===== src/rtl/adc_rd_pkg.sv =====
package adc_rd_pkg;

   typedef enum logic [2:0] {
      OP_READ    = 3'd0,
      OP_RELEASE = 3'd1,
      OP_CALIB   = 3'd2,
      OP_STANDBY = 3'd3,
      OP_SINGLE  = 3'd4
   } rd_op_e;

   typedef enum logic [2:0] {
      S_IDLE,
      S_WAKE,
      S_WAIT,
      S_HIGH,
      S_LOW,
      S_CALWAIT,
      S_FINISH
   } rd_state_e;

   function automatic logic op_legal(input logic [2:0] op);
      return op <= 3'd4;
   endfunction

endpackage


===== src/rtl/adc_rd_phase.sv =====
// Half-period timer for the serial clock: counts while running, pulses at the last cycle of a phase.
module adc_rd_phase #(
   parameter int HALF_CLKS = 10
) (
   input  logic clk,
   input  logic rst_n,
   input  logic run,
   output logic tick
);
   localparam int PW = (HALF_CLKS > 1) ? $clog2(HALF_CLKS) : 1;
   localparam logic [PW-1:0] LAST = PW'(HALF_CLKS - 1);

   logic [PW-1:0] cnt;

   assign tick = run && (cnt == LAST);

   always_ff @(posedge clk or negedge rst_n) begin
      if (!rst_n)      cnt <= '0;
      else if (!run)   cnt <= '0;
      else if (tick)   cnt <= '0;
      else             cnt <= cnt + PW'(1);
   end
endmodule


===== src/rtl/adc_rd_gate.sv =====
// Decides when a wait for ready ends: all lanes low, skew allowance spent, or timeout.
module adc_rd_gate #(
   parameter int NUM_LANES = 2,
   parameter int CNT_W     = 20
) (
   input  logic                 clk,
   input  logic                 rst_n,
   input  logic                 en,
   input  logic [NUM_LANES-1:0] lines,
   input  logic [CNT_W-1:0]     skew_limit,
   input  logic [CNT_W-1:0]     ready_limit,
   output logic                 go,
   output logic                 expired
);
   logic             any_low, all_low;
   logic [CNT_W-1:0] skew_cnt, tout_cnt;

   assign any_low = ~&lines;
   assign all_low = ~|lines;

   assign go      = en && (all_low || (any_low && (skew_cnt >= skew_limit)));
   assign expired = en && !any_low && (tout_cnt >= ready_limit);

   always_ff @(posedge clk or negedge rst_n) begin
      if (!rst_n) begin
         skew_cnt <= '0;
         tout_cnt <= '0;
      end else if (!en) begin
         skew_cnt <= '0;
         tout_cnt <= '0;
      end else if (any_low) begin
         if (skew_cnt != '1) skew_cnt <= skew_cnt + CNT_W'(1);
      end else begin
         if (tout_cnt != '1) tout_cnt <= tout_cnt + CNT_W'(1);
      end
   end
endmodule


===== src/rtl/adc_rd_lane.sv =====
// One converter lane: input synchronizer, MSB-first shift register, sign-extended result register.
module adc_rd_lane #(
   parameter int WORD_W      = 24,
   parameter int OUT_W       = 32,
   parameter int SYNC_STAGES = 2
) (
   input  logic             clk,
   input  logic             rst_n,
   input  logic             line_in,
   input  logic             shift_en,
   input  logic             capture,
   output logic             line_sync,
   output logic [OUT_W-1:0] word_out
);
   logic [SYNC_STAGES-1:0] sq;
   logic [WORD_W-1:0]      shreg;

   generate
      if (SYNC_STAGES == 1) begin : g_sync1
         always_ff @(posedge clk or negedge rst_n) begin
            if (!rst_n) sq <= '1;
            else        sq <= line_in;
         end
      end else begin : g_syncn
         always_ff @(posedge clk or negedge rst_n) begin
            if (!rst_n) sq <= '1;
            else        sq <= {sq[SYNC_STAGES-2:0], line_in};
         end
      end
   endgenerate

   assign line_sync = sq[SYNC_STAGES-1];

   always_ff @(posedge clk or negedge rst_n) begin
      if (!rst_n)        shreg <= '0;
      else if (shift_en) shreg <= {shreg[WORD_W-2:0], line_sync};
   end

   generate
      if (OUT_W > WORD_W) begin : g_ext
         always_ff @(posedge clk or negedge rst_n) begin
            if (!rst_n)       word_out <= '0;
            else if (capture) word_out <= {{(OUT_W-WORD_W){shreg[WORD_W-1]}}, shreg};
         end
      end else begin : g_flat
         always_ff @(posedge clk or negedge rst_n) begin
            if (!rst_n)       word_out <= '0;
            else if (capture) word_out <= shreg;
         end
      end
   endgenerate
endmodule


===== src/rtl/adc_frame_reader.sv =====
module adc_frame_reader
   import adc_rd_pkg::*;
#(
   parameter int NUM_LANES    = 2,
   parameter int WORD_W       = 24,
   parameter int OUT_W        = 32,
   parameter int HALF_CLKS    = 10,
   parameter int SYS_CLK_MHZ  = 100,
   parameter int MIN_PULSE_NS = 100,
   parameter int SYNC_STAGES  = 2,
   parameter int CNT_W        = 20
) (
   input  logic                       clk,
   input  logic                       rst_n,
   input  logic                       cmd_valid,
   input  logic [2:0]                 cmd_op,
   input  logic [CNT_W-1:0]           skew_limit,
   input  logic [CNT_W-1:0]           ready_limit,
   input  logic [NUM_LANES-1:0]       rd_line,
   output logic                       sclk,
   output logic                       busy,
   output logic                       done,
   output logic                       err,
   output logic [NUM_LANES*OUT_W-1:0] words
);
   localparam int EW = $clog2(WORD_W + 3);
   localparam logic [EW-1:0] LEN_WORD = EW'(WORD_W);
   localparam logic [EW-1:0] LEN_REL  = EW'(WORD_W + 1);
   localparam logic [EW-1:0] LEN_CAL  = EW'(WORD_W + 2);

   generate
      if (HALF_CLKS * 1000 < MIN_PULSE_NS * SYS_CLK_MHZ) begin : g_bad_half
         $error("HALF_CLKS gives an SCLK phase shorter than MIN_PULSE_NS");
      end
      if (HALF_CLKS <= SYNC_STAGES + 1) begin : g_bad_sync
         $error("HALF_CLKS must exceed SYNC_STAGES + 1 so data settles before sampling");
      end
      if (OUT_W < WORD_W || WORD_W < 2) begin : g_bad_width
         $error("OUT_W must be at least WORD_W and WORD_W at least 2");
      end
      if (NUM_LANES < 1 || SYNC_STAGES < 1) begin : g_bad_count
         $error("NUM_LANES and SYNC_STAGES must be at least 1");
      end
   endgenerate

   rd_state_e            state;
   rd_op_e               op_q;
   logic                 sclk_q, parked, done_q, err_q, err_pend;
   logic [EW-1:0]        edge_cnt, frame_end;
   logic                 tick, run, go, expired, gate_en;
   logic                 shift_en, capture, last_edge;
   logic [NUM_LANES-1:0] line_sync;

   assign run       = (state == S_WAKE) || (state == S_HIGH) || (state == S_LOW);
   assign gate_en   = (state == S_WAIT) || (state == S_CALWAIT);
   assign last_edge = (edge_cnt == frame_end);
   assign shift_en  = (state == S_HIGH) && tick && (edge_cnt <= LEN_WORD);
   assign capture   = (state == S_LOW) && tick && last_edge;

   always_comb begin
      case (op_q)
         OP_RELEASE: frame_end = LEN_REL;
         OP_CALIB:   frame_end = LEN_CAL;
         default:    frame_end = LEN_WORD;
      endcase
   end

   adc_rd_phase #(.HALF_CLKS(HALF_CLKS)) u_phase (
      .clk(clk), .rst_n(rst_n), .run(run), .tick(tick)
   );

   adc_rd_gate #(.NUM_LANES(NUM_LANES), .CNT_W(CNT_W)) u_gate (
      .clk(clk), .rst_n(rst_n), .en(gate_en), .lines(line_sync),
      .skew_limit(skew_limit), .ready_limit(ready_limit),
      .go(go), .expired(expired)
   );

   generate
      for (genvar l = 0; l < NUM_LANES; l++) begin : g_lane
         adc_rd_lane #(.WORD_W(WORD_W), .OUT_W(OUT_W), .SYNC_STAGES(SYNC_STAGES)) u_lane (
            .clk(clk), .rst_n(rst_n), .line_in(rd_line[l]),
            .shift_en(shift_en), .capture(capture),
            .line_sync(line_sync[l]), .word_out(words[l*OUT_W +: OUT_W])
         );
      end
   endgenerate

   always_ff @(posedge clk or negedge rst_n) begin
      if (!rst_n) begin
         state    <= S_IDLE;
         op_q     <= OP_READ;
         sclk_q   <= 1'b0;
         parked   <= 1'b0;
         done_q   <= 1'b0;
         err_q    <= 1'b0;
         err_pend <= 1'b0;
         edge_cnt <= '0;
      end else begin
         done_q <= 1'b0;
         err_q  <= 1'b0;
         case (state)
            S_IDLE: begin
               if (cmd_valid && op_legal(cmd_op)) begin
                  op_q     <= rd_op_e'(cmd_op);
                  err_pend <= 1'b0;
                  if (cmd_op == 3'(OP_STANDBY)) begin
                     sclk_q <= 1'b1;
                     parked <= 1'b1;
                     state  <= S_FINISH;
                  end else if (parked) begin
                     sclk_q <= 1'b0;
                     parked <= 1'b0;
                     state  <= S_WAKE;
                  end else begin
                     state  <= S_WAIT;
                  end
               end
            end
            S_WAKE: if (tick) state <= S_WAIT;
            S_WAIT: begin
               if (expired) begin
                  err_pend <= 1'b1;
                  state    <= S_FINISH;
               end else if (go) begin
                  sclk_q   <= 1'b1;
                  edge_cnt <= EW'(1);
                  state    <= S_HIGH;
               end
            end
            S_HIGH: begin
               if (tick) begin
                  sclk_q <= 1'b0;
                  state  <= S_LOW;
               end
            end
            S_LOW: begin
               if (tick) begin
                  if (last_edge) begin
                     if (op_q == OP_CALIB) begin
                        state <= S_CALWAIT;
                     end else if (op_q == OP_SINGLE) begin
                        sclk_q <= 1'b1;
                        parked <= 1'b1;
                        state  <= S_FINISH;
                     end else begin
                        state  <= S_FINISH;
                     end
                  end else begin
                     sclk_q   <= 1'b1;
                     edge_cnt <= edge_cnt + EW'(1);
                     state    <= S_HIGH;
                  end
               end
            end
            S_CALWAIT: begin
               if (expired) begin
                  err_pend <= 1'b1;
                  state    <= S_FINISH;
               end else if (go) begin
                  state    <= S_FINISH;
               end
            end
            S_FINISH: begin
               done_q <= 1'b1;
               err_q  <= err_pend;
               state  <= S_IDLE;
            end
            default: state <= S_IDLE;
         endcase
      end
   end

   assign sclk = sclk_q;
   assign busy = (state != S_IDLE);
   assign done = done_q;
   assign err  = err_q;
endmodule


===== config.mk =====
export PLATFORM = sky130hd
export DESIGN_NAME = adc_frame_reader
export DESIGN_NICKNAME = d
export VERILOG_FILES = /design/src/rtl/adc_rd_pkg.sv /design/src/rtl/adc_rd_phase.sv /design/src/rtl/adc_rd_gate.sv /design/src/rtl/adc_rd_lane.sv /design/src/rtl/adc_frame_reader.sv
export SDC_FILE = /design/constraint.sdc
export NUM_CORES = 1
export LEC_CHECK = 0
export ABC_CLOCK_PERIOD_IN_PS = 3400
export BUFFER_PORTS_ARGS = -buffer_cell sky130_fd_sc_hd__buf_4
export CAP_MARGIN = 20
export CORE_MARGIN = 2
export CORE_UTILIZATION = 47
export DETAILED_ROUTE_END_ITERATION = 7
export PLACE_DENSITY = 0.69
export SLEW_MARGIN = 20
export SYNTH_ARGS = -nofsm -noshare
export SYNTH_HDL_FRONTEND = slang
export SYNTH_SLANG_ARGS = --single-unit

===== constraint.sdc =====
create_clock -name clk -period 3.4 [get_ports clk]
set_clock_uncertainty 0.1 [all_clocks]
set_input_delay 0.17 -clock clk [delete_from_list [all_inputs] [get_ports clk]]
set_output_delay 0.17 -clock clk [all_outputs]
set_load 0.01 [all_outputs]

After elaboration in Yosys (flattened, before gate mapping):

Cells that the tools add are included.
W data, S select, Z words.

* add/sub/neg operators: 4
* order comparisons: 4
* equal/unequal tests: 34
* multiplexer cells: 48
* reduce and logical (&&, ||, !) cells: 33

Operators with widths (count)
* $mux W20: 6
* $add A20 B1 Y20 const B: 2
* $ge A20 B20 Y1: 2
* $ne A20 B20 Y1 const B: 2
* $mux W3: 10
* $ne A2 B2 Y1 const B: 13
* $mux W5: 4
* $mux W1: 18
* $pmux W3 S6: 1
* $eq A3 B2 Y1 const B: 4
* $eq A3 B3 Y1 const B: 4
* $ne A3 B3 Y1 const B: 4
* $reduce_and A6 Y1: 2
* $logic_and A1 B1 Y1: 10
* $pmux W5 S2: 1
* $reduce_and A9 Y1: 1
* $mux W4: 2
* $reduce_and A2 Y1: 4
* $eq A3 B1 Y1 const B: 2
* $reduce_bool A2 Y1: 3
* $add A5 B1 Y5 const B: 1
* $eq A5 B5 Y1: 1
* $le A5 B5 Y1 const B: 1
* $reduce_and A5 Y1: 1
* other kinds (16): 24

* flip-flop bits (word level): 160
* output and inout port bits: 68
* logic and storage cells: 140

Depth between registers and ports, before layout:

* depth in word-level cells: 8
* depth in mapped cells: 9
* mapped depth without buffers: 9

Modules after synthesis:

Synthesis repeated with hierarchy kept, for this count alone.

* cell total of the unflattened synthesis: 742
* area, all modules: 8738.4 µm²

Modules (own cells, without submodules)
* adc_rd_lane: instances 2, cells an instance 112, area each 2107.0 µm², seq. area each 1253.7 µm²
* adc_rd_gate: instances 1, cells an instance 374, area each 3206.8 µm², seq. area each 1001.0 µm²
* adc_frame_reader: instances 1, cells an instance 124, area each 1109.8 µm², seq. area each 400.4 µm²
* adc_rd_phase: instances 1, cells an instance 20, area each 207.7 µm², seq. area each 100.1 µm²

Worst setup path after synthesis:

No wires, ideal clock.

* path kind: reg2reg
* start point: register u_gate.tout_cnt[17]
* end point: register state[2]
* setup time: 0.137 ns
* arrival: 2.106 ns
* data required time: 3.163 ns
* setup slack: 1.057 ns
* cell stages (with the launch flop): 8
* buffers on the path: 0
* path through: dfrtp_1 -> ha_1 -> nand4_1 -> or4_1 -> o211ai_1 -> o221ai_1 -> o21ai_0 -> o211ai_1

* cells in the longest elaborated chain, start to end: 4
* elaborated cells between the ends (all ways): 8
* classes of those cells: 1 x order compare; 2 x eq/ne; 3 x mux; 2 x reduce/logical

Ends and longest elaborated chain
* from (decl): RTL line adc_rd_gate.sv:16 `logic [CNT_W-1:0] skew_cnt, tout_cnt;`
* from (signal assigned): RTL line adc_rd_gate.sv:34 `if (tout_cnt != '1) tout_cnt <= tout_cnt + CNT_W'(1);`
* $ge A20 B20 Y1 *: RTL line adc_rd_gate.sv:22 `assign expired = en && !any_low && (tout_cnt >= ready_limit);`
* $logic_and A1 B1 Y1 *: RTL line adc_rd_gate.sv:22
* $ne A3 B3 Y1 (no source line), or another cell as far along
* $reduce_and A6 Y1 (no source line) or $pmux W3 S6 (tied branches)
* to (signal assigned): RTL line adc_frame_reader.sv:90 `state <= S_IDLE;`
* to (signal assigned): RTL line adc_frame_reader.sv:109 `state <= S_FINISH;`
* to (signal assigned): RTL line adc_frame_reader.sv:113 `state <= S_WAKE;`
* to (decl): RTL line adc_frame_reader.sv:46 `rd_state_e state;`

Mark *: on every way between the ends. The rest lies on a longest branch, timed or not.
A chain may end at the register's enable or synchronous reset.

Worst setup path after layout:

* start point: register state[2]
* end point: register u_gate.skew_cnt[11]

* cells in the longest elaborated chain, start to end: 4
* elaborated cells between the ends (all ways): 7
* classes of those cells: 4 x eq/ne; 1 x mux; 2 x reduce/logical

Ends and longest elaborated chain
* $eq A3 B2 Y1 or $eq A3 B3 Y1 (tied branches): RTL line adc_frame_reader.sv:55 `assign gate_en = (state == S_WAIT) || (state == S_CALWAIT);`
* $logic_or A1 B1 Y1 *: RTL line adc_frame_reader.sv:55
* $ne A2 B2 Y1 (no source line)
* $reduce_and A2 Y1 (no source line)
* to (signal assigned): RTL line adc_rd_gate.sv:32 `if (skew_cnt != '1) skew_cnt <= skew_cnt + CNT_W'(1);`
* to (decl): RTL line adc_rd_gate.sv:16

Marked as above.

==> results.py <==
metrics = {
    "run_status": {
        "status": "completed",
    },
    "global_route": {
        "grt_max_degree": 124,
        "antenna_found_initial": 0,
        "track_usage_pct": 18.5,
        "grt_pass1_vias": 5833,
        "overflow": 0,
        "grt_first_pass_wirelength_um": 27300,
    },
    "logic_synthesis": {
        "synth_ff_type": "dfrtp_1",
        "synth_edf_count": 0,
        "ys_ff_latch": 160,
        "syn_area_per_cell_sq_um": 11.0,
        "synth_cell_types": 56,
        "syn-cell-area_sq_um": 8040,
        "syn_inst": 731,
        "syn_nets": 825,
        "synth_warnings": 0,
        "async_flop_share_pct": 100,
        "yosysSeqAreaShare_pct": 49.9,
    },
    "timing": {
        "hold_viol_final": 0,
        "finalSetupTns_ns": 0,
        "drv_slew": 0,
        "max_freq_mhz": 336,
        "period_needed_ns": 2.97,
        "slew_headroom_pct": 35.5,
        "period_share_pct": 87.4,
        "rsz0062_at_grt": "false",
        "setup_viol_count_final": 0,
        "worstMarginPinSlew_ns": 0.968,
    },
    "final_layout": {
        "antenna_cells": 0,
        "nets": 932,
        "final-seq-area_sq_um": 4010,
        "layout-drive-gt1-share_pct": 31.2,
        "final_common_cell": "dfrtp_1",
        "syn2layout_area_growth_pct": 20.0,
        "layout_common_cells": "dfrtp_1 (156), buf_4 (119), mux2_2 (97), nor2_1 (61), inv_1 (55)",
        "multi_input_area_sq_um": 3600,
        "n_fill_cell": 1360,
    },
    "clocking": {
        "cts_resized": 0,
        "cts_root_buf": "clkbuf_16",
        "htree_levels": 4,
        "clkTransAtPathRegs_ns": 0.06,
        "clock_latency_ns": 0.42,
        "clock_path_buffers": 2,
        "cts_tree": "done",
        "cts_num_sinks": 160,
        "cts_made_buffers": 17,
    },
    "critical_path": {
        "crit_fanout": 43,
        "crit_required_ns": 3.64,
        "path_cells": "or3b_1 > o21a_4 > nor2_1 > or4b_1 > or3_1 > a21oi_1",
        "cp_num_buf_inv": 0,
        "cp_top_family": "simple AND/OR/NAND/NOR gates",
        "crit_path_max_incr_delay_ns": 0.73,
        "cp-end-kind": "flop",
        "cp.arrival_ns": 3.21,
        "cp_slowest_cell": "or4b_1",
        "cp-start-kind": "flop",
        "worstSetupPathType": "flop to flop",
    },
    "power": {
        "peakVddDrop_uv": 347,
        "p_clk_share_pct": 48.3,
        "internal-power_mw": 3.16,
        "p_switching_uw": 818,
        "p_per_area_nw_per_um2": 412,
        "p_leak_nw": 4.83,
        "power.total_mw": 3.98,
        "swShare_pct": 20.6,
        "seq_power_share_pct": 48.1,
        "combPwrFrac_pct": 3.6,
    },
    "route": {
        "firstDrtPassIters": 4,
        "viasPerCell": 5.29,
        "drt_iter0_markers": 366,
        "wl_um": 15800,
        "routedWlPerCell_um": 14.8,
        "drtAntennaViolNets": 0,
        "drc": 0,
        "vias": 5658,
    },
    "floorplanning": {
        "fp.dieArea_sq_um": 18200,
        "start_util_pct": 48.3,
        "die_h_um": 135,
        "dieWidth_um": 135,
        "fp.coreArea_sq_um": 16600,
        "ioPinCount": 116,
        "rows": 47,
    },
    "place": {
        "dp_hpwl_um": 11200,
        "gp_congestion": 0.926,
        "io_buffers": 115,
    },
    "min_path": {
        "hold_path.class": "input port to flop",
    },
    "job": {
        "drv_cap": 0,
    },
}
-- cells by family after synthesis --
| kind of cell | after synthesis | share of synthesized area, % |
|---|---|---|
| AND/OR/NAND/NOR | 198 | 12.6 |
| flip-flops | 160 | 49.9 |
| AO/OA/AOI/OAI | 105 | 7.92 |
| multiplexers | 98 | 13.7 |
| buffers and inverters | 93 | 5.40 |
| adder cells (fa/ha/maj) | 46 | 7.16 |
| XOR/XNOR | 31 | 3.38 |
-- metrics by stage --
stage	instance area (sq um)	setup slack [ns]	util (%)	cells	hold WS [ns]
2_1_floorplan	8040	1.06	-	731	-0.226
3_3_place_gp	8990	0.554	54.0	1033	0.195
3_5_place_dp	8990	0.463	54.0	1033	0.196
4_1_cts	9650	0.442	58.0	1069	0.0787
5_1_grt	9650	0.234	58.0	1069	0.0898
6_report	9650	0.427	58.0	1069	0.0849
-- flip-flops by register name, summed over array words and instances (netlist names), 3 cells and up --
name and cells:
g_lane.u_lane.shreg 48, g_lane.u_lane.word_out 48, u_gate.skew_cnt 20, u_gate.tout_cnt 20, edge_cnt 5, g_lane.u_lane.sq 4
u_phase.cnt 4, op_q 3, state 3
-- synth_stat cells, drive strengths merged, types with 2 or more instances --
| master | number | area [sq um] |
|---|---|---|
| o22ai | 4 | 25.0 |
| nand2 | 44 | 165 |
| nand3 | 16 | 80.1 |
| inv | 55 | 206 |
| or2 | 5 | 31.3 |
| or4 | 2 | 15.0 |
| or3 | 10 | 72.6 |
| mux2 | 97 | 1090 |
| nor2b | 4 | 25.0 |
| xnor2 | 21 | 184 |
| a31oi | 3 | 18.8 |
| a211oi | 5 | 37.5 |
| nor4 | 3 | 25.0 |
| nor3 | 13 | 85.1 |
| o21ai | 27 | 135 |
| o22a | 3 | 26.3 |
| and2 | 4 | 25.0 |
| a21oi | 40 | 200 |
| o31ai | 3 | 22.5 |
| clkbuf | 9 | 33.8 |
| o21a | 3 | 30.0 |
| nor3b | 2 | 15.0 |
| and4 | 6 | 55.1 |
| o211ai | 6 | 45.0 |
| dfrtp | 156 | 3900 |
| buf | 29 | 194 |
| and3 | 4 | 26.3 |
| a311o | 2 | 20.0 |
| nand4 | 15 | 93.8 |
| o221ai | 2 | 17.5 |
| dfstp | 4 | 105 |
| nand2b | 5 | 31.3 |
| nor2 | 61 | 229 |
| ha | 46 | 576 |
| xor2 | 10 | 87.6 |
-- final timing paths --
| kind | from | slack (ns) | endpoint | depth (start not counted) |
|---|---|---|---|---|
| max | state[2] | 0.43 | u_gate.skew_cnt[11] | 6 |
| min | cmd_valid | 0.08 | state[0] | 3 |
| max reg2reg | state[2] | 0.43 | u_gate.skew_cnt[11] | 6 |
| min reg2reg | g_lane[1].u_lane.sq[0] | 0.25 | g_lane[1].u_lane.sq[1] | 0 |
| max in group asynchronous | rst_n | 1.92 | g_lane[1].u_lane.word_out[5] | 3 |
| min in group asynchronous | rst_n | 0.36 | g_lane[0].u_lane.word_out[11] | 2 |
-- tightest hold or removal path, stage by stage --
cell     delay, ns
buf_4         0.12
a21oi_1       0.17
o31ai_1       0.09
-- cell type report --
class,count,share of cell area [%]
timing repair buffer,126,10.0
tap,220,2.85
clock inverter,9,1.39
multi-input combinational,478,37.3
clock buffer,21,4.77
sequential,160,41.5
inverter,55,2.14
-- power groups by stage --
stage               Combinational, mW  Sequential (mW)  Clock, mW
finish                          0.143             1.92       1.92
global route                    0.165             1.91       2.05
CTS                             0.147             1.92       1.96
detailed placement              0.141             1.95          0
global placement                0.135             1.95          0
floorplan                      0.0445             1.95          0
-- what timing repair did --
| action | CTS | global route |
|---|---|---|
| hold buffers | 6 | 0 |
| buffers inserted | 0 | 0 |
| hold endpoints to repair | 123 | 0 |
-- routing by layer --
layer	part of all wire [%]	up-vias	global-route usage, %
met2	50	123	32.0
li1	-	2746	-
met5	0	-	0
met3	4.2	18	3.57
met1	45	2771	23.4
met4	1.2	0	6.37
Power figures use the tool's default switching activity.
